## src/rtl/cc_pair_pkg.sv

```systemverilog
package cc_pair_pkg;

    localparam int NUM_CH = 2;

    // Register addresses
    localparam int A_MODE_BASE = 0;
    localparam int A_ENABLE    = 2;
    localparam int A_FLAGS     = 3;
    localparam int A_CCR_BASE  = 4;

    // Channel function selection carried in mode bits [1:0]
    typedef enum logic [1:0] {
        SEL_OUTPUT    = 2'b00,
        SEL_OWN       = 2'b01,
        SEL_NEIGHBOUR = 2'b10,
        SEL_ALT       = 2'b11
    } sel_e;

    typedef struct packed {
        sel_e sel;
        logic en;
        logic pol;
    } ch_cfg_t;

    function automatic logic compare_active(input logic [15:0] cnt, input logic [15:0] cmp);
        return cnt >= cmp;
    endfunction

endpackage

```

## src/rtl/cc_pair_regs.sv

```systemverilog
module cc_pair_regs
    import cc_pair_pkg::*;
#(
    parameter int DATA_W = 8,
    parameter int ADDR_W = 3,
    parameter int CNT_W  = 16
) (
    input  logic                          clk,
    input  logic                          rst,
    input  logic                          wr_en,
    input  logic [ADDR_W-1:0]             addr,
    input  logic [DATA_W-1:0]             wr_data,
    input  logic [NUM_CH-1:0][CNT_W-1:0]  ccr_val,
    input  logic [NUM_CH-1:0]             flags,
    output ch_cfg_t [NUM_CH-1:0]          cfg,
    output logic [DATA_W-1:0]             rd_data
);
    localparam int BYTES     = CNT_W / DATA_W;
    localparam int EN_STRIDE = DATA_W / NUM_CH;

    logic unused_wr_bits;
    assign unused_wr_bits = ^wr_data;

    genvar c;
    generate
        for (c = 0; c < NUM_CH; c++) begin : g_cfg
            sel_e sel_r;
            logic en_r;
            logic pol_r;
            logic mode_hit;
            logic enable_hit;

            assign mode_hit   = wr_en && (addr == ADDR_W'(A_MODE_BASE + c));
            assign enable_hit = wr_en && (addr == ADDR_W'(A_ENABLE));

            always_ff @(posedge clk) begin
                if (rst) begin
                    sel_r <= SEL_OUTPUT;
                    en_r  <= 1'b0;
                    pol_r <= 1'b0;
                end else begin
                    if (mode_hit && !en_r) begin
                        sel_r <= sel_e'(wr_data[1:0]);
                    end
                    if (enable_hit) begin
                        en_r  <= wr_data[EN_STRIDE*c];
                        pol_r <= wr_data[EN_STRIDE*c+1];
                    end
                end
            end

            assign cfg[c] = '{sel: sel_r, en: en_r, pol: pol_r};

            // selection is frozen while the channel is enabled
            a_r4_sel_locked: assert property (@(posedge clk) disable iff (rst)
                (mode_hit && cfg[c].en) |=> $stable(cfg[c].sel));
            // selection follows the write while disabled
            a_r4_sel_free: assert property (@(posedge clk) disable iff (rst)
                (mode_hit && !cfg[c].en) |=> (2'(cfg[c].sel) == $past(wr_data[1:0])));
        end
    endgenerate

    always_comb begin
        rd_data = '0;
        for (int k = 0; k < NUM_CH; k++) begin
            if (addr == ADDR_W'(A_MODE_BASE + k)) begin
                rd_data[1:0] = cfg[k].sel;
            end
            if (addr == ADDR_W'(A_ENABLE)) begin
                rd_data[EN_STRIDE*k]   = cfg[k].en;
                rd_data[EN_STRIDE*k+1] = cfg[k].pol;
            end
            if (addr == ADDR_W'(A_FLAGS)) begin
                rd_data[k] = flags[k];
            end
            for (int b = 0; b < BYTES; b++) begin
                if (addr == ADDR_W'(A_CCR_BASE + k*BYTES + b)) begin
                    rd_data = ccr_val[k][b*DATA_W +: DATA_W];
                end
            end
        end
    end

    function automatic logic [DATA_W-1:0] enable_mask();
        logic [DATA_W-1:0] m;
        m = '0;
        for (int k = 0; k < NUM_CH; k++) begin
            m[EN_STRIDE*k]   = 1'b1;
            m[EN_STRIDE*k+1] = 1'b1;
        end
        return m;
    endfunction

    // spare bits of the enable byte read as zero
    a_r10_enable_spare_zero: assert property (@(posedge clk) disable iff (rst)
        (addr == ADDR_W'(A_ENABLE)) |-> ((rd_data & ~enable_mask()) == '0));

endmodule

```

## src/rtl/cc_pair_chan.sv

```systemverilog
module cc_pair_chan
    import cc_pair_pkg::*;
#(
    parameter int CNT_W  = 16,
    parameter int DATA_W = 8
) (
    input  logic                       clk,
    input  logic                       rst,
    input  ch_cfg_t                    cfg,
    input  logic                       own_in,
    input  logic                       nbr_in,
    input  logic                       alt_in,
    input  logic                       alt_ok,
    input  logic [CNT_W-1:0]           count,
    input  logic [CNT_W/DATA_W-1:0]    byte_wr,
    input  logic [DATA_W-1:0]          wr_data,
    input  logic                       flag_clr,
    output logic [CNT_W-1:0]           ccr,
    output logic                       flag,
    output logic                       pin
);
    localparam int BYTES = CNT_W / DATA_W;

    logic src;
    logic src_ok;
    logic src_q;
    logic edge_hit;
    logic capture;
    logic ref_lvl;

    // Input routing by selection code
    always_comb begin
        src    = 1'b0;
        src_ok = 1'b0;
        case (cfg.sel)
            SEL_OWN: begin
                src    = own_in;
                src_ok = 1'b1;
            end
            SEL_NEIGHBOUR: begin
                src    = nbr_in;
                src_ok = 1'b1;
            end
            SEL_ALT: begin
                src    = alt_in;
                src_ok = alt_ok;
            end
            default: begin
                src    = 1'b0;
                src_ok = 1'b0;
            end
        endcase
    end

    // Edge detection against the previous sample
    always_ff @(posedge clk) begin
        if (rst) begin
            src_q <= 1'b0;
        end else begin
            src_q <= src;
        end
    end

    assign edge_hit = cfg.pol ? (src_q & ~src) : (~src_q & src);
    assign capture  = edge_hit & src_ok & cfg.en;

    // Capture/compare value: capture has priority over software writes
    always_ff @(posedge clk) begin
        if (rst) begin
            ccr <= '0;
        end else if (capture) begin
            ccr <= count;
        end else begin
            for (int b = 0; b < BYTES; b++) begin
                if (byte_wr[b]) begin
                    ccr[b*DATA_W +: DATA_W] <= wr_data;
                end
            end
        end
    end

    // Sticky flag: a capture wins over a clear in the same cycle
    always_ff @(posedge clk) begin
        if (rst) begin
            flag <= 1'b0;
        end else if (capture) begin
            flag <= 1'b1;
        end else if (flag_clr) begin
            flag <= 1'b0;
        end
    end

    // Output compare
    assign ref_lvl = compare_active(16'(count), 16'(ccr));
    assign pin     = (cfg.sel == SEL_OUTPUT && cfg.en) ? (ref_lvl ^ cfg.pol) : 1'b0;

    // pin idles low unless enabled in output mode
    a_r6_pin_idle: assert property (@(posedge clk) disable iff (rst)
        (!cfg.en || cfg.sel != SEL_OUTPUT) |-> !pin);
    // active-high output stays low below the compare value
    a_r5_below_low: assert property (@(posedge clk) disable iff (rst)
        (cfg.sel == SEL_OUTPUT && cfg.en && !cfg.pol && count < ccr) |-> !pin);
    // a disabled channel never captures
    a_r8_hold_when_off: assert property (@(posedge clk) disable iff (rst)
        (!cfg.en && byte_wr == '0) |=> $stable(ccr));
    // flag is sticky until cleared
    a_r9_flag_sticky: assert property (@(posedge clk) disable iff (rst)
        (flag && !flag_clr) |=> flag);
    // a clear on a disabled channel takes effect
    a_r9_flag_clear: assert property (@(posedge clk) disable iff (rst)
        (flag_clr && !cfg.en) |=> !flag);
    // a fresh flag comes with the counter of the previous cycle
    a_r11_capture_value: assert property (@(posedge clk) disable iff (rst)
        $rose(flag) |-> (ccr == $past(count)));
    // rising edge on own input captures with polarity 0
    a_r7_rise_own: assert property (@(posedge clk) disable iff (rst)
        (cfg.en && cfg.sel == SEL_OWN && !cfg.pol && $rose(own_in) && $stable(cfg)) |=> flag);

endmodule

```

## src/rtl/cc_pair.sv

```systemverilog
module cc_pair
    import cc_pair_pkg::*;
#(
    parameter int CNT_W  = 16,
    parameter int DATA_W = 8,
    parameter int ADDR_W = 3
) (
    input  logic                 clk,
    input  logic                 rst,
    input  logic                 wr_en,
    input  logic [ADDR_W-1:0]    addr,
    input  logic [DATA_W-1:0]    wr_data,
    output logic [DATA_W-1:0]    rd_data,
    input  logic                 ch1_in,
    input  logic                 ch2_in,
    input  logic                 trig_in,
    input  logic                 trig_sel_ok,
    input  logic [CNT_W-1:0]     count,
    output logic [NUM_CH-1:0]    cmp_pin,
    output logic [NUM_CH-1:0]    cap_flag
);
    localparam int BYTES = CNT_W / DATA_W;

    ch_cfg_t [NUM_CH-1:0]         cfg;
    logic [NUM_CH-1:0][CNT_W-1:0] ccr_val;
    logic [NUM_CH-1:0]            tin_v;

    assign tin_v = {ch2_in, ch1_in};

    cc_pair_regs #(
        .DATA_W (DATA_W),
        .ADDR_W (ADDR_W),
        .CNT_W  (CNT_W)
    ) u_regs (
        .clk     (clk),
        .rst     (rst),
        .wr_en   (wr_en),
        .addr    (addr),
        .wr_data (wr_data),
        .ccr_val (ccr_val),
        .flags   (cap_flag),
        .cfg     (cfg),
        .rd_data (rd_data)
    );

    genvar c, b;
    generate
        for (c = 0; c < NUM_CH; c++) begin : g_ch
            logic             alt_src;
            logic             alt_valid;
            logic [BYTES-1:0] byte_wr;
            logic             flag_clr;

            // Only the last channel reaches the internal trigger
            if (c == NUM_CH - 1) begin : g_trig
                assign alt_src   = trig_in;
                assign alt_valid = trig_sel_ok;
            end else begin : g_reserved
                assign alt_src   = 1'b0;
                assign alt_valid = 1'b0;
            end

            for (b = 0; b < BYTES; b++) begin : g_bw
                assign byte_wr[b] = wr_en && (addr == ADDR_W'(A_CCR_BASE + c*BYTES + b));
            end

            assign flag_clr = wr_en && (addr == ADDR_W'(A_FLAGS)) && !wr_data[c];

            cc_pair_chan #(
                .CNT_W  (CNT_W),
                .DATA_W (DATA_W)
            ) u_chan (
                .clk      (clk),
                .rst      (rst),
                .cfg      (cfg[c]),
                .own_in   (tin_v[c]),
                .nbr_in   (tin_v[NUM_CH-1-c]),
                .alt_in   (alt_src),
                .alt_ok   (alt_valid),
                .count    (count),
                .byte_wr  (byte_wr),
                .wr_data  (wr_data),
                .flag_clr (flag_clr),
                .ccr      (ccr_val[c]),
                .flag     (cap_flag[c]),
                .pin      (cmp_pin[c])
            );
        end
    endgenerate

    // channel 2 in trigger mode never captures without a valid trigger source
    a_r3_trig_gated: assert property (@(posedge clk) disable iff (rst)
        (cfg[NUM_CH-1].sel == SEL_ALT && !trig_sel_ok && !cap_flag[NUM_CH-1])
        |=> !cap_flag[NUM_CH-1]);

endmodule

```

## config.mk

```make
export PLATFORM = sky130hd
export DESIGN_NAME = cc_pair
export DESIGN_NICKNAME = d
export VERILOG_FILES = /design/src/rtl/cc_pair_pkg.sv /design/src/rtl/cc_pair_regs.sv /design/src/rtl/cc_pair_chan.sv /design/src/rtl/cc_pair.sv
export SDC_FILE = /design/constraint.sdc
export NUM_CORES = 1
export LEC_CHECK = 0
export ABC_AREA = 1
export BUFFER_PORTS_ARGS = -buffer_cell sky130_fd_sc_hd__buf_2
export CAP_MARGIN = 20
export CORE_MARGIN = 3
export CORE_UTILIZATION = 64
export CTS_CLUSTER_SIZE = 8
export DETAILED_ROUTE_END_ITERATION = 8
export PLACE_DENSITY = 0.94
export SLEW_MARGIN = 25
export SYNTH_ARGS = -nofsm -noshare
export SYNTH_HDL_FRONTEND = slang
export SYNTH_HIERARCHICAL = 1
export SYNTH_SLANG_ARGS = --single-unit
```

## constraint.sdc

```tcl
create_clock -name clk -period 2.95 [get_ports clk]
set_clock_uncertainty 0.05 [all_clocks]
set_input_delay 0.4425 -clock clk [delete_from_list [all_inputs] [get_ports clk]]
set_output_delay 0.4425 -clock clk [all_outputs]
set_load 0.01 [all_outputs]
```

# --- Yosys cells after proc, flatten, opt, wreduce, memory -nomap -nowiden ---
# Index checks and enable logic that the tools add are counted.
classes:
  n_lt_le_gt_ge: 2
  n_eq_ne: 12
  muxes: 28
  n_bitwise: 14
  n_reduce_logical: 29
op_table:
  columns: ["cell", "count"]
  rows:
  - ["8-bit two-way mux", 8]
  - ["16-bit >= comparator", 2]
  - ["16-bit two-way mux", 2]
  - ["1-bit logical AND", 14]
  - ["3-bit == test, second input constant", 4]
  - ["2-bit nonzero test", 6]
  - ["1-bit two-way mux", 11]
  - ["1-bit bitwise AND", 8]
  - ["2-bit two-way mux", 4]
  - ["2-bit == test, second input constant", 3]
  - ["3-bit by 2-bit == test with 1-bit output, second input constant", 2]
  - ["2-bit by 1-bit == test with 1-bit output, second input constant", 2]
  - ["1-bit logical NOT", 4]
  - ["2-bit logical NOT", 2]
  - ["1-bit inverter", 4]
  - ["1-bit one-hot mux with 2 select lines", 2]
  - ["2-bit OR reduction", 2]
  - ["3-bit by 1-bit == test with 1-bit output, second input constant", 1]
  - ["3-bit logical NOT", 1]
  - ["1-bit one-hot mux with 3 select lines", 1]
  - ["1-bit bitwise XOR", 2]
word_totals:
  ff_bits: 44
  wordCells: 99

# --- Logic depth before layout (Yosys ltp) ---
depth:
  word_depth: 10
  mapped_depth: 14
  mapped_depth_nobuf: 14

# --- By module ---
# Netlist, hierarchy kept.
modules_own_cells:
  columns: ["module", "n_inst", "cells_each", "area_per_inst_um2"]
  rows:
  - ["cc_pair_chan", 2, 231, 1590.3]
  - ["cc_pair_regs", 1, 122, 739.5]
  - ["cc_pair", 1, 13, 56.3]

# --- Worst setup path before layout ---
# Ideal clock, no wire load.
synth_path:
  path_type: "input port to output port"
  from: "input count[7]"
  to: "output cmp_pin[0]"
  arrival_ns: 1.412
  path_slack_ns: 1.045
  path_stages: 9
  cell_sequence: "ha_1 -> a21o_1 -> nor2_1 -> nand2_1 -> nand2_1 -> nand3_1 -> nand2_1 -> inv_1 -> nor2_1"
synth_via:
  elab_chain_len: 3
synth_lines:
  columns: ["item", "line", "source"]
  rows:
  - ["start, declared", "cc_pair.sv:18", "input logic [CNT_W-1:0] count,"]
  - ["16-bit >= comparator", "cc_pair_pkg.sv:26", "return cnt >= cmp;"]
  - ["1-bit bitwise XOR", "cc_pair_chan.sv:95", "assign pin = (cfg.sel == SEL_OUTPUT && cfg.en) ? (ref_lvl ^ cfg.pol) : 1'b0;"]
  - ["1-bit two-way mux", "cc_pair_chan.sv:95", null]
  - ["end, declared", "cc_pair.sv:19", "output logic [NUM_CH-1:0] cmp_pin,"]
# Every way passes these cells.

# --- Worst setup path after layout ---
layout_path:
  from: "register g_ch[1].u_chan.ccr[13]"
  to: "output cmp_pin[1]"
layout_via:
  elab_chain_len: 3
layout_lines:
  columns: ["item", "line", "source"]
  rows:
  - ["start, declared", "cc_pair_chan.sv:18", "output logic [CNT_W-1:0] ccr,"]
  - ["start signal, assigned", "cc_pair_chan.sv:72", "ccr <= count;"]
  - ["start signal, assigned by index", "cc_pair_chan.sv:76", "ccr[b*DATA_W +: DATA_W] <= wr_data;"]
  - ["16-bit >= comparator", "cc_pair_pkg.sv:26", null]
  - ["1-bit bitwise XOR", "cc_pair_chan.sv:95", null]
  - ["1-bit two-way mux", "cc_pair_chan.sv:95", null]
# Every way passes these cells.

==> summary.txt <==
Initial antenna violation count: 0
CTS tree: yes
Core region area: 5960 um^2
Drt first pass iters: 8
Power Density: 307 nW/um^2
Hold crit path type: in -> reg
DRC: 0
Root buffer cell: clkbuf_8
Final hold violation count: 0
Critical Path AT: 2.07 ns
Final std cells w/o fill: 702
Clock buffer depth: 2
Leakage: 2.18 nW
Vias/cell: 6.14
Die width: 84.8 um
Pins Over Slew Limit: 0
Ys Warns: 6
Vias in the first global route: 4042
GRT overflow: 0
# setup viols final: 0
Worst vdd ir: 0.239 mV
Largest family of logic cells by synthesized area: simple AND/OR/NAND/NOR gates
Post-synthesis sequential area ratio: 22.2%
CP Max Fanout: 3
Die ar.: 7190 um^2
Num ports: 46
Final nets: 703
Netlist cell types: 33
Row Count: 28
Post-Synth Adder-Cell Area: 13.2%
Slew margin rel.: 61.1%
Netlist Area Pre-Place: 3980 um^2
Hold_buf cts: 0
WL final: 11600 um
Setup slack, reg-to-reg: 0.79 ns
Final Power: 1.29 mW
Setup CP Type: reg -> out
MaxCap Viol Count: 0
# Post-CTS Setup Buffers: 0
Final HPWL DP: 8450 um
Vias: 4309
Critical Path End Type: output pin
First-pass GRT wire length: 18900 um
Multiplexer share of the synthesized area: 0%
Clk_lat worst skew: 0.30 ns
Status: finished, final reports clean
FMAX: 391 MHz
CTS clk-pin slew, worst paths: 0.08 ns
Crit share post-route: 86.8%
Worst slew pin tran: 0.584 ns
Starting Density: 66.8%
Remaining antenna violation count: 0
Pin count of the biggest net entering global routing: 34
Worst Setup Start Kind: register
Post-CTS resize count: 0
Post-synthesis compound-gate area fraction: 4.28%
Tmin final: 2.56 ns
I/O Buffers: 45
Layout cell share with drive strength beyond 1: 14.4%
Clock sinks: 44
Die extent in y: 84.8 um
Wire per inst: 16.5 um
DR iter-0 viols: 514
Commonest non-fill, non-tap cells in the layout: nand2_1 (127), nand3_1 (117), inv_1 (101)
Most common cell after layout, fill and taps aside: nand2_1
Simple-Gate Fraction of Synth Area: 44.1%
Worst Path Required: 2.46 ns
Placed cell count: 695
RSZ-0062 raised after global routing: no
Routability Congestion: 0.942
H-tree depth: 2
Synth Area in XOR/XNOR: 0%
Tot GR Track Use: 32.5%
Post-Syn Area per Cell: 6.66 um^2
Inserted Clock Buffers: 5
#FFs+latches synth: 44
Synthesized instance count: 597
Antenna cell count: 0
Setup TNS: 0 ns
Layout Area Growth over Synthesis: 5.41%
## area by class of cell
cell class / count / area [um^2]
clock buffers: 7 / 96.3
fillers: 531 / 1760
inverters: 107 / 407
multi-input cells: 420 / 2460
flip-flops and latches: 44 / 881
well taps: 75 / 93.8
repair buffers: 49 / 255
## registers in the layout (all words and copies together), names as in the netlist
signal / count
g_ch.u_chan/ccr: 32
u_regs/g_cfg.sel_r: 4
g_ch.u_chan/flag: 2
g_ch.u_chan/src_q: 2
u_regs/g_cfg.en_r: 2
u_regs/g_cfg.pol_r: 2
## metrics by stage
step / hold slack, ns / setup WS, ns / instance area (um^2) / utilization, %
2_1_floorplan: 0.403 / 1.05 / 3980 / -
3_3_place_gp: 0.414 / 0.704 / 4100 / 68.8
3_5_place_dp: 0.420 / 0.674 / 4100 / 68.8
4_1_cts: 0.410 / 0.483 / 4190 / 70.4
5_1_grt: 0.419 / 0.241 / 4190 / 70.4
6_report: 0.425 / 0.390 / 4190 / 70.4
## final timing paths
check                                                          end                                   from  depth (start not counted)
worst min-delay path            u_regs/g_cfg[1].pol_r$_SDFFE_PP0P_                             wr_data[5]                          3
worst max register to register  g_ch[0].u_chan/ccr[3]$_SDFFE_PP0P_  u_regs/g_cfg[0].sel_r[0]$_SDFFE_PP0P_                         10
worst max-delay path                                    cmp_pin[1]    g_ch[1].u_chan/ccr[13]$_SDFFE_PP0P_                         10
worst min register to register    g_ch[0].u_chan/flag$_SDFFE_PP0P_       g_ch[0].u_chan/flag$_SDFFE_PP0P_                          2
## power breakdown
group	switching (mW)	internal (mW)	total, mW
combinational	0.164	0.0842	0.249
clock	0.210	0.209	0.419
sequential	0.0120	0.605	0.617
total	0.387	0.898	1.29
## Yosys cell counts
master / n / area (um^2)
nand2_1: 127 / 477
nand3_1: 117 / 586
inv_1: 101 / 379
nand4_1: 45 / 282
dfxtp_1: 44 / 881
ha_1: 42 / 526
nor2_1: 24 / 90.1
a21oi_1: 23 / 115
buf_6: 12 / 135
buf_4: 8 / 60.1
inv_2: 5 / 18.8
nand2_2: 5 / 31.3
nand3_2: 5 / 50.1
buf_2: 4 / 20.0
nand3_4: 4 / 70.1
nor3_1: 4 / 20.0
o21ai_0: 3 / 15.0
a21o_1: 2 / 15.0
a21oi_2: 2 / 17.5
clkbuf_4: 2 / 15.0
nand2_4: 2 / 22.5
nor2_2: 2 / 12.5
nor2_4: 2 / 22.5
nor2_8: 2 / 40.0
or2_4: 2 / 17.5
a211oi_1: 1 / 7.51
and3_1: 1 / 6.26
buf_1: 1 / 3.75
conb_1: 1 / 3.75
inv_6: 1 / 8.76
nor3_4: 1 / 16.3
or2_0: 1 / 6.26
or2_2: 1 / 6.26
## routing by layer
layer,GRT usage [%],routed length [um],up-vias
met1,40.5,4380,1922
li1,-,-,2016
met2,52.7,5170,308
met3,6.99,1390,63
met5,0,0,-
met4,17.1,646,0
## kinds of logic after synthesis
logic type                 Yosys count
and+or+nand+nor                    345
AOI/OAI and AO/OA                   31
adders and majority gates           42
other                                1
buffers and inverters              134
DFF                                 44
## critical path, cell delays in order, from the launching register on
cell	delay, ns
dfxtp_1	0.40
inv_1	0.07
ha_1	0.30
a21oi_1	0.19
o21ai_0	0.10
nor2_1	0.18
nand3_1	0.10
nand2_1	0.07
inv_1	0.04
nor2_1	0.15
buf_2	0.16
(Power assumes the default switching activity.)
